--- src/rtl/dsf_pkg.sv ---
// Package: shared types for the dual-sample filtering register.
// Assumes nothing beyond a single clock domain.
package dsf_pkg;

    // Phase of one capture: idle, waiting for the second sample, resolving.
    typedef enum logic [1:0] {
        PH_IDLE    = 2'd0,
        PH_WAIT    = 2'd1,
        PH_RESOLVE = 2'd2
    } dsf_phase_t;

endpackage

--- src/rtl/dsf_sequencer.sv ---
// Module: dsf_sequencer
// Turns an accepted capture strobe into three timed pulses: first-sample
// enable at the accepting edge, second-sample enable DELAY edges later,
// and resolve one edge after that. Strobes are ignored while busy.
// Assumes 1 <= DELAY <= 15 and a synchronous active-low reset.
module dsf_sequencer
    import dsf_pkg::*;
#(
    parameter int DELAY = 3
) (
    input  logic clk,
    input  logic rst_n,
    input  logic cap_i,
    output logic take_first_o,
    output logic take_second_o,
    output logic resolve_o,
    output logic busy_o
);

    localparam int CW = $clog2(DELAY + 1);
    localparam logic [CW-1:0] LOAD = CW'(DELAY);
    localparam logic [CW-1:0] LAST = CW'(1);

    dsf_phase_t     phase;
    logic [CW-1:0]  cnt;

    // Decode the pulses from the current phase and countdown.
    always_comb begin
        take_first_o  = (phase == PH_IDLE) && cap_i;
        take_second_o = (phase == PH_WAIT) && (cnt == LAST);
        resolve_o     = (phase == PH_RESOLVE);
        busy_o        = (phase != PH_IDLE);
    end

    // Phase register and countdown to the second sample.
    always_ff @(posedge clk) begin
        if (!rst_n) begin
            phase <= PH_IDLE;
            cnt   <= '0;
        end else begin
            unique case (phase)
                PH_IDLE: begin
                    if (cap_i) begin
                        phase <= PH_WAIT;
                        cnt   <= LOAD;
                    end
                end
                PH_WAIT: begin
                    if (cnt == LAST) begin
                        phase <= PH_RESOLVE;
                        cnt   <= '0;
                    end else begin
                        cnt <= cnt - 1'b1;
                    end
                end
                PH_RESOLVE: phase <= PH_IDLE;
                default:    phase <= PH_IDLE;
            endcase
        end
    end

    // The countdown steps by one per edge while waiting.
    p_countdown_r2: assert property (@(posedge clk) disable iff (!rst_n)
        (phase == PH_WAIT && cnt > LAST) |=> (phase == PH_WAIT && cnt == $past(cnt) - 1'b1));

    // The second sample is always followed by exactly one resolve.
    p_second_then_resolve_r3: assert property (@(posedge clk) disable iff (!rst_n)
        take_second_o |=> (resolve_o ##1 !resolve_o));

    // A resolve returns the sequencer to idle.
    p_resolve_to_idle_r6: assert property (@(posedge clk) disable iff (!rst_n)
        resolve_o |=> (phase == PH_IDLE));

endmodule

--- src/rtl/dsf_sample_pair.sv ---
// Module: dsf_sample_pair
// Holds the two time-shifted samples of the data word. Each register
// loads only on its own enable pulse from the sequencer.
// Assumes the two enables are never high in the same cycle.
module dsf_sample_pair #(
    parameter int WIDTH = 8
) (
    input  logic             clk,
    input  logic             rst_n,
    input  logic             take_first_i,
    input  logic             take_second_i,
    input  logic [WIDTH-1:0] data_i,
    output logic [WIDTH-1:0] early_o,
    output logic [WIDTH-1:0] late_o
);

    // Sample at the nominal instant.
    always_ff @(posedge clk) begin
        if (!rst_n)            early_o <= '0;
        else if (take_first_i) early_o <= data_i;
    end

    // Sample after the delay.
    always_ff @(posedge clk) begin
        if (!rst_n)             late_o <= '0;
        else if (take_second_i) late_o <= data_i;
    end

    // The two enables never coincide.
    p_enables_exclusive_r2: assert property (@(posedge clk) disable iff (!rst_n)
        !(take_first_i && take_second_i));

endmodule

--- src/rtl/dsf_celement.sv ---
// Module: dsf_celement
// One clocked C-element bit. On enable, the output follows the two inputs
// when they agree and holds its previous value when they differ.
// Assumes the enable is a single-cycle pulse.
module dsf_celement (
    input  logic clk,
    input  logic rst_n,
    input  logic en_i,
    input  logic a_i,
    input  logic b_i,
    output logic q_o
);

    // Agreement updates the bit; disagreement keeps it.
    always_ff @(posedge clk) begin
        if (!rst_n)                    q_o <= 1'b0;
        else if (en_i && (a_i == b_i)) q_o <= a_i;
    end

    // Agreeing inputs are copied.
    p_agree_copies_r3: assert property (@(posedge clk) disable iff (!rst_n)
        (en_i && a_i == b_i) |=> (q_o == $past(a_i)));

    // Differing inputs leave the bit unchanged.
    p_differ_holds_r4: assert property (@(posedge clk) disable iff (!rst_n)
        (en_i && a_i != b_i) |=> $stable(q_o));

endmodule

--- src/rtl/dsf_mismatch.sv ---
// Module: dsf_mismatch
// Compares the two samples bit by bit and registers a one-cycle flag
// when any bit differs at resolve time.
// Assumes resolve pulses are separated by at least two cycles.
module dsf_mismatch #(
    parameter int WIDTH = 8
) (
    input  logic             clk,
    input  logic             rst_n,
    input  logic             en_i,
    input  logic [WIDTH-1:0] early_i,
    input  logic [WIDTH-1:0] late_i,
    output logic             err_o
);

    logic [WIDTH-1:0] diff;

    // Bitwise difference of the two samples.
    always_comb diff = early_i ^ late_i;

    // Flag register: set on a resolve with any difference, cleared otherwise.
    always_ff @(posedge clk) begin
        if (!rst_n) err_o <= 1'b0;
        else        err_o <= en_i && (|diff);
    end

endmodule

--- src/rtl/dsf_register.sv ---
// Module: dsf_register (top)
// Transient-filtering register: two samples DELAY cycles apart, a C-element
// per output bit, and a one-cycle mismatch flag.
// Assumes 1 <= DELAY <= 15 and data driven from the clk domain.
module dsf_register
    import dsf_pkg::*;
#(
    parameter int WIDTH = 8,
    parameter int DELAY = 3
) (
    input  logic             clk,
    input  logic             rst_n,
    input  logic             cap_i,
    input  logic [WIDTH-1:0] data_i,
    output logic [WIDTH-1:0] q_o,
    output logic             err_o
);

    logic             take_first;
    logic             take_second;
    logic             resolve;
    logic             busy;
    logic [WIDTH-1:0] early;
    logic [WIDTH-1:0] late;

    dsf_sequencer #(.DELAY(DELAY)) u_seq (
        .clk          (clk),
        .rst_n        (rst_n),
        .cap_i        (cap_i),
        .take_first_o (take_first),
        .take_second_o(take_second),
        .resolve_o    (resolve),
        .busy_o       (busy)
    );

    dsf_sample_pair #(.WIDTH(WIDTH)) u_samples (
        .clk          (clk),
        .rst_n        (rst_n),
        .take_first_i (take_first),
        .take_second_i(take_second),
        .data_i       (data_i),
        .early_o      (early),
        .late_o       (late)
    );

    // One C-element per output bit.
    for (genvar i = 0; i < WIDTH; i++) begin : g_bit
        dsf_celement u_cel (
            .clk  (clk),
            .rst_n(rst_n),
            .en_i (resolve),
            .a_i  (early[i]),
            .b_i  (late[i]),
            .q_o  (q_o[i])
        );
    end

    dsf_mismatch #(.WIDTH(WIDTH)) u_err (
        .clk    (clk),
        .rst_n  (rst_n),
        .en_i   (resolve),
        .early_i(early),
        .late_i (late),
        .err_o  (err_o)
    );

    // Reset clears the visible state.
    p_reset_clears_r1: assert property (@(posedge clk)
        !rst_n |=> (q_o == '0 && !err_o));

    // The output moves only on a resolve edge.
    p_output_hold_r7: assert property (@(posedge clk) disable iff (!rst_n)
        !resolve |=> $stable(q_o));

    // A strobe while busy leaves the first sample alone.
    p_busy_ignores_r6: assert property (@(posedge clk) disable iff (!rst_n)
        busy |=> $stable(early));

    // The error flag never lasts two cycles.
    p_err_single_r5: assert property (@(posedge clk) disable iff (!rst_n)
        err_o |=> !err_o);

    // The flag appears only right after a resolve.
    p_err_after_resolve_r5: assert property (@(posedge clk) disable iff (!rst_n)
        $rose(err_o) |-> $past(resolve));

endmodule

--- config.mk ---
export PLATFORM = sky130hd
export DESIGN_NAME = dsf_register
export DESIGN_NICKNAME = d
export VERILOG_FILES = /design/src/rtl/dsf_pkg.sv /design/src/rtl/dsf_sequencer.sv /design/src/rtl/dsf_sample_pair.sv /design/src/rtl/dsf_celement.sv /design/src/rtl/dsf_mismatch.sv /design/src/rtl/dsf_register.sv
export SDC_FILE = /design/constraint.sdc
export NUM_CORES = 1
export LEC_CHECK = 0
export BUFFER_PORTS_ARGS = -buffer_cell sky130_fd_sc_hd__buf_2
export CAP_MARGIN = 25
export CORE_ASPECT_RATIO = 0.8
export CORE_MARGIN = 3
export CORE_UTILIZATION = 44
export CTS_BUF_LIST = sky130_fd_sc_hd__clkbuf_4 sky130_fd_sc_hd__clkbuf_8 sky130_fd_sc_hd__clkbuf_16
export DETAILED_ROUTE_END_ITERATION = 16
export PLACE_DENSITY = 0.67
export SKIP_CTS_REPAIR_TIMING = 1
export SLEW_MARGIN = 40
export SYNTH_ARGS = -nofsm -noshare
export SYNTH_HDL_FRONTEND = slang
export SYNTH_SLANG_ARGS = --single-unit
--- constraint.sdc ---
create_clock -name clk -period 1.2 [get_ports clk]
set_clock_uncertainty 0.15 [all_clocks]
set_input_delay 0.06 -clock clk [delete_from_list [all_inputs] [get_ports clk]]
set_output_delay 0.06 -clock clk [all_outputs]
set_load 0.02 [all_outputs]
==> flow_summary.toml <==
[power]
powerDensity_mw_per_mm2 = 1160
p_leak_nw = 0.812
vdd_drop_max_mv = 0.757

[timing]
rsz0062_at_grt = "true"
setup_viol = 27
fin_tns_setup_ns = -2.92
worst_pin_slew_ns = 0.477
whs_ns = -0.167
post-route-min-period_ns = 1.39
hold_viol_final = 1
fin_ws_ns = -0.190
timing.slew.headroom = 0.681
drv_slew = 0
timing.final.crit_share = 1.16
timing.fmax_mhz = 719

[global_route]
grt_max_degree = 29
grt_pass1_vias = 992
grt-ovfl-total = 0
grt_usage = 0.176
antenna_found_initial = 0
grt_pass1_wl_mm = 4.46

[critical_path]
ff2ff_path_depth = 4
cp_slowest_cell = "dfxtp_4"
path_cells = "nor3b_2 > buf_4 > mux2i_1 > nor2_1"
r2r_setup_slack_ns = -0.19
crit_family = "flip-flops"
cp.depth = 4
critPathKind = "reg2reg"
crit_buf_inv = 1
cp_max_fo = 5
crit_arrival_ns = 1.45
worst_setup_path_end_kind = "flip-flop"
start_kind = "flip-flop"
required_ns = 1.26
slowest_delay_ns = 0.37

[cells_and_area]
multiInputGateArea_um2 = 699
final_cell_mix = "dfxtp_1, nor2_1, buf_2"
fillers = 200
layout.nets = 181
antennaDiodeCount = 0
regArea_um2 = 593
syn_to_final_growth_pct = 42.3
drive_gt1_frac = 0.476
mostFrequentLayoutCell = "dfxtp_1"

[floorplan]
rows = 16
ios = 20
core-area_mm2 = 0.00258
initial_utilization = 0.484
die_y_um = 53.7
die_area_mm2 = 0.00352
chipWidth_um = 65.6

[clocking]
cts_root_buf = "clkbuf_4"
htree_levels = 2
cts_buffer_depth = 2
cts.sinks = 29
cts_made_buffers = 5
clk_latency_ns = 0.33
cts_tree = "yes"
clk_pin_slew_worst_paths_ns = 0.09

[job]
cap_violations = 0

[place]
io_buffer_count = 19
dp_hpwl_mm = 1.86
gp_congestion = 0.742
dp_slack_ns = -0.151

[route]
num_vias = 1027
route.detailed.drc = 0
routed_via_density = 4.99
drt_iter0_drc = 56
wl_mm = 2.92
ant_nets = 0
wl_per_cell_um = 14.2
drt-pass1-iter-count = 4

[synthesis]
avgSynthCellArea_um2 = 9.93
synthXorXnorAreaFrac = 0.0560
synth_area_mm2 = 0.00125
synth_top_family_by_area = "simple AND/OR/NAND/NOR gates"
synth_top_cell_area_share = 0.464
yosysUniqueCellTypes = 24
ys_seq_area_frac = 0.464
syn_nets = 138
synthCells = 126
netlist_top_cells_area = "dfxtp_1, mux2i_1, nor2_1, xor2_1, buf_4"
muxShareOfSynthArea = 0.128
synth_fa_ha_area_frac = 0.0100
synth-compound-area-share = 0.109
synth-simple-area-share = 0.142
ys_warn_count = 0
synth_top_area_cell = "dfxtp_1"
synth_seq_cells = 29

[hold_path]
holdPathStages = 2
min_path_type = "in2reg"

[outcome]
status = "finished, violations left"
violations = "negative hold slack, negative setup slack"
-- power breakdown --
| group | internal, mW | switching (mW) | total [mW] |
|---|---|---|---|
| registers | 1.00 | 0.0409 | 1.04 |
| clock network | 0.339 | 0.342 | 0.681 |
| logic | 0.188 | 0.159 | 0.347 |
-- through the flow --
step | power [mW] | std cells | area [µm²] | utilization
after global placement | 1.31 | 186 | 1440 | 0.558
after CTS | 1.99 | 194 | 1510 | 0.585
after floorplan | 1.22 | 126 | 1260 | -
after detailed placement | 1.32 | 186 | 1440 | 0.558
after global routing | 2.17 | 206 | 1780 | 0.689
final | 2.07 | 206 | 1780 | 0.689
-- area by class of cell --
cell class	instances	area share
multi-input cells	81	0.393
inverters	2	0.00422
clock inverters	1	0.00281
repair buffers	50	0.205
clock buffers	7	0.0365
well taps	36	0.0253
flip-flops and latches	29	0.333
-- worst reg2reg max path: stages, from the launching register on --
cell and delay, ns:
dfxtp_4 0.37, nor3b_2 0.26, buf_4 0.22, mux2i_1 0.23, nor2_1 0.06
-- logic make-up (layout without fill, tap and decap cells) --
kind of cell	count (synthesis)	count (layout)
AO/OA/AOI/OAI	20	20
buffers and inverters	16	60
adder cells (fa/ha/maj)	1	1
multiplexers	16	16
flip-flops	29	29
AND/OR/NAND/NOR	36	36
XOR/XNOR	8	8
-- synthesized netlist by cell type --
cell type and number:
o221a_2 1, a2111oi_1 1, clkbuf_1 1, dfxtp_1 29, nand2b_1 2, buf_6 3, nor4_1 2, xor2_1 8
a21oi_1 8, inv_2 1, buf_1 1, inv_1 1, a211oi_1 2, nand3_1 8, and2b_2 1, buf_4 8
nand3b_1 1, mux2i_1 16, o31ai_1 8, buf_2 1, nor4b_1 1, nor3b_2 1, nor2_1 20, ha_1 1
-- per-layer routing --
| layer | share of wire | GRT usage |
|---|---|---|
| met1 | 0.46 | 0.210 |
| met2 | 0.48 | 0.285 |
| met3 | 0.040 | 0.0626 |
| met4 | 0.017 | 0.0862 |
| met5 | 0 | 0 |
-- path summary, 6_finish.rpt --
path                                    from                                end
min                                    rst_n          u_seq.cnt[1]$_SDFFE_PN0P_
max              u_seq.phase[1]$_SDFFE_PN0P_  u_samples.early_o[2]$_SDFFE_PN0P_
min reg2reg  g_bit[5].u_cel.q_o$_SDFFE_PN0P_    g_bit[5].u_cel.q_o$_SDFFE_PN0P_
max reg2reg      u_seq.phase[1]$_SDFFE_PN0P_  u_samples.early_o[2]$_SDFFE_PN0P_
-- flip-flops by register name (all words and copies together) (netlist names) --
name and cells:
u_seq.cnt 2, u_err.err_o 1, u_seq.phase 2, u_samples.late_o 8, g_bit.u_cel.q_o 8, u_samples.early_o 8
(Power assumes the default switching activity.)
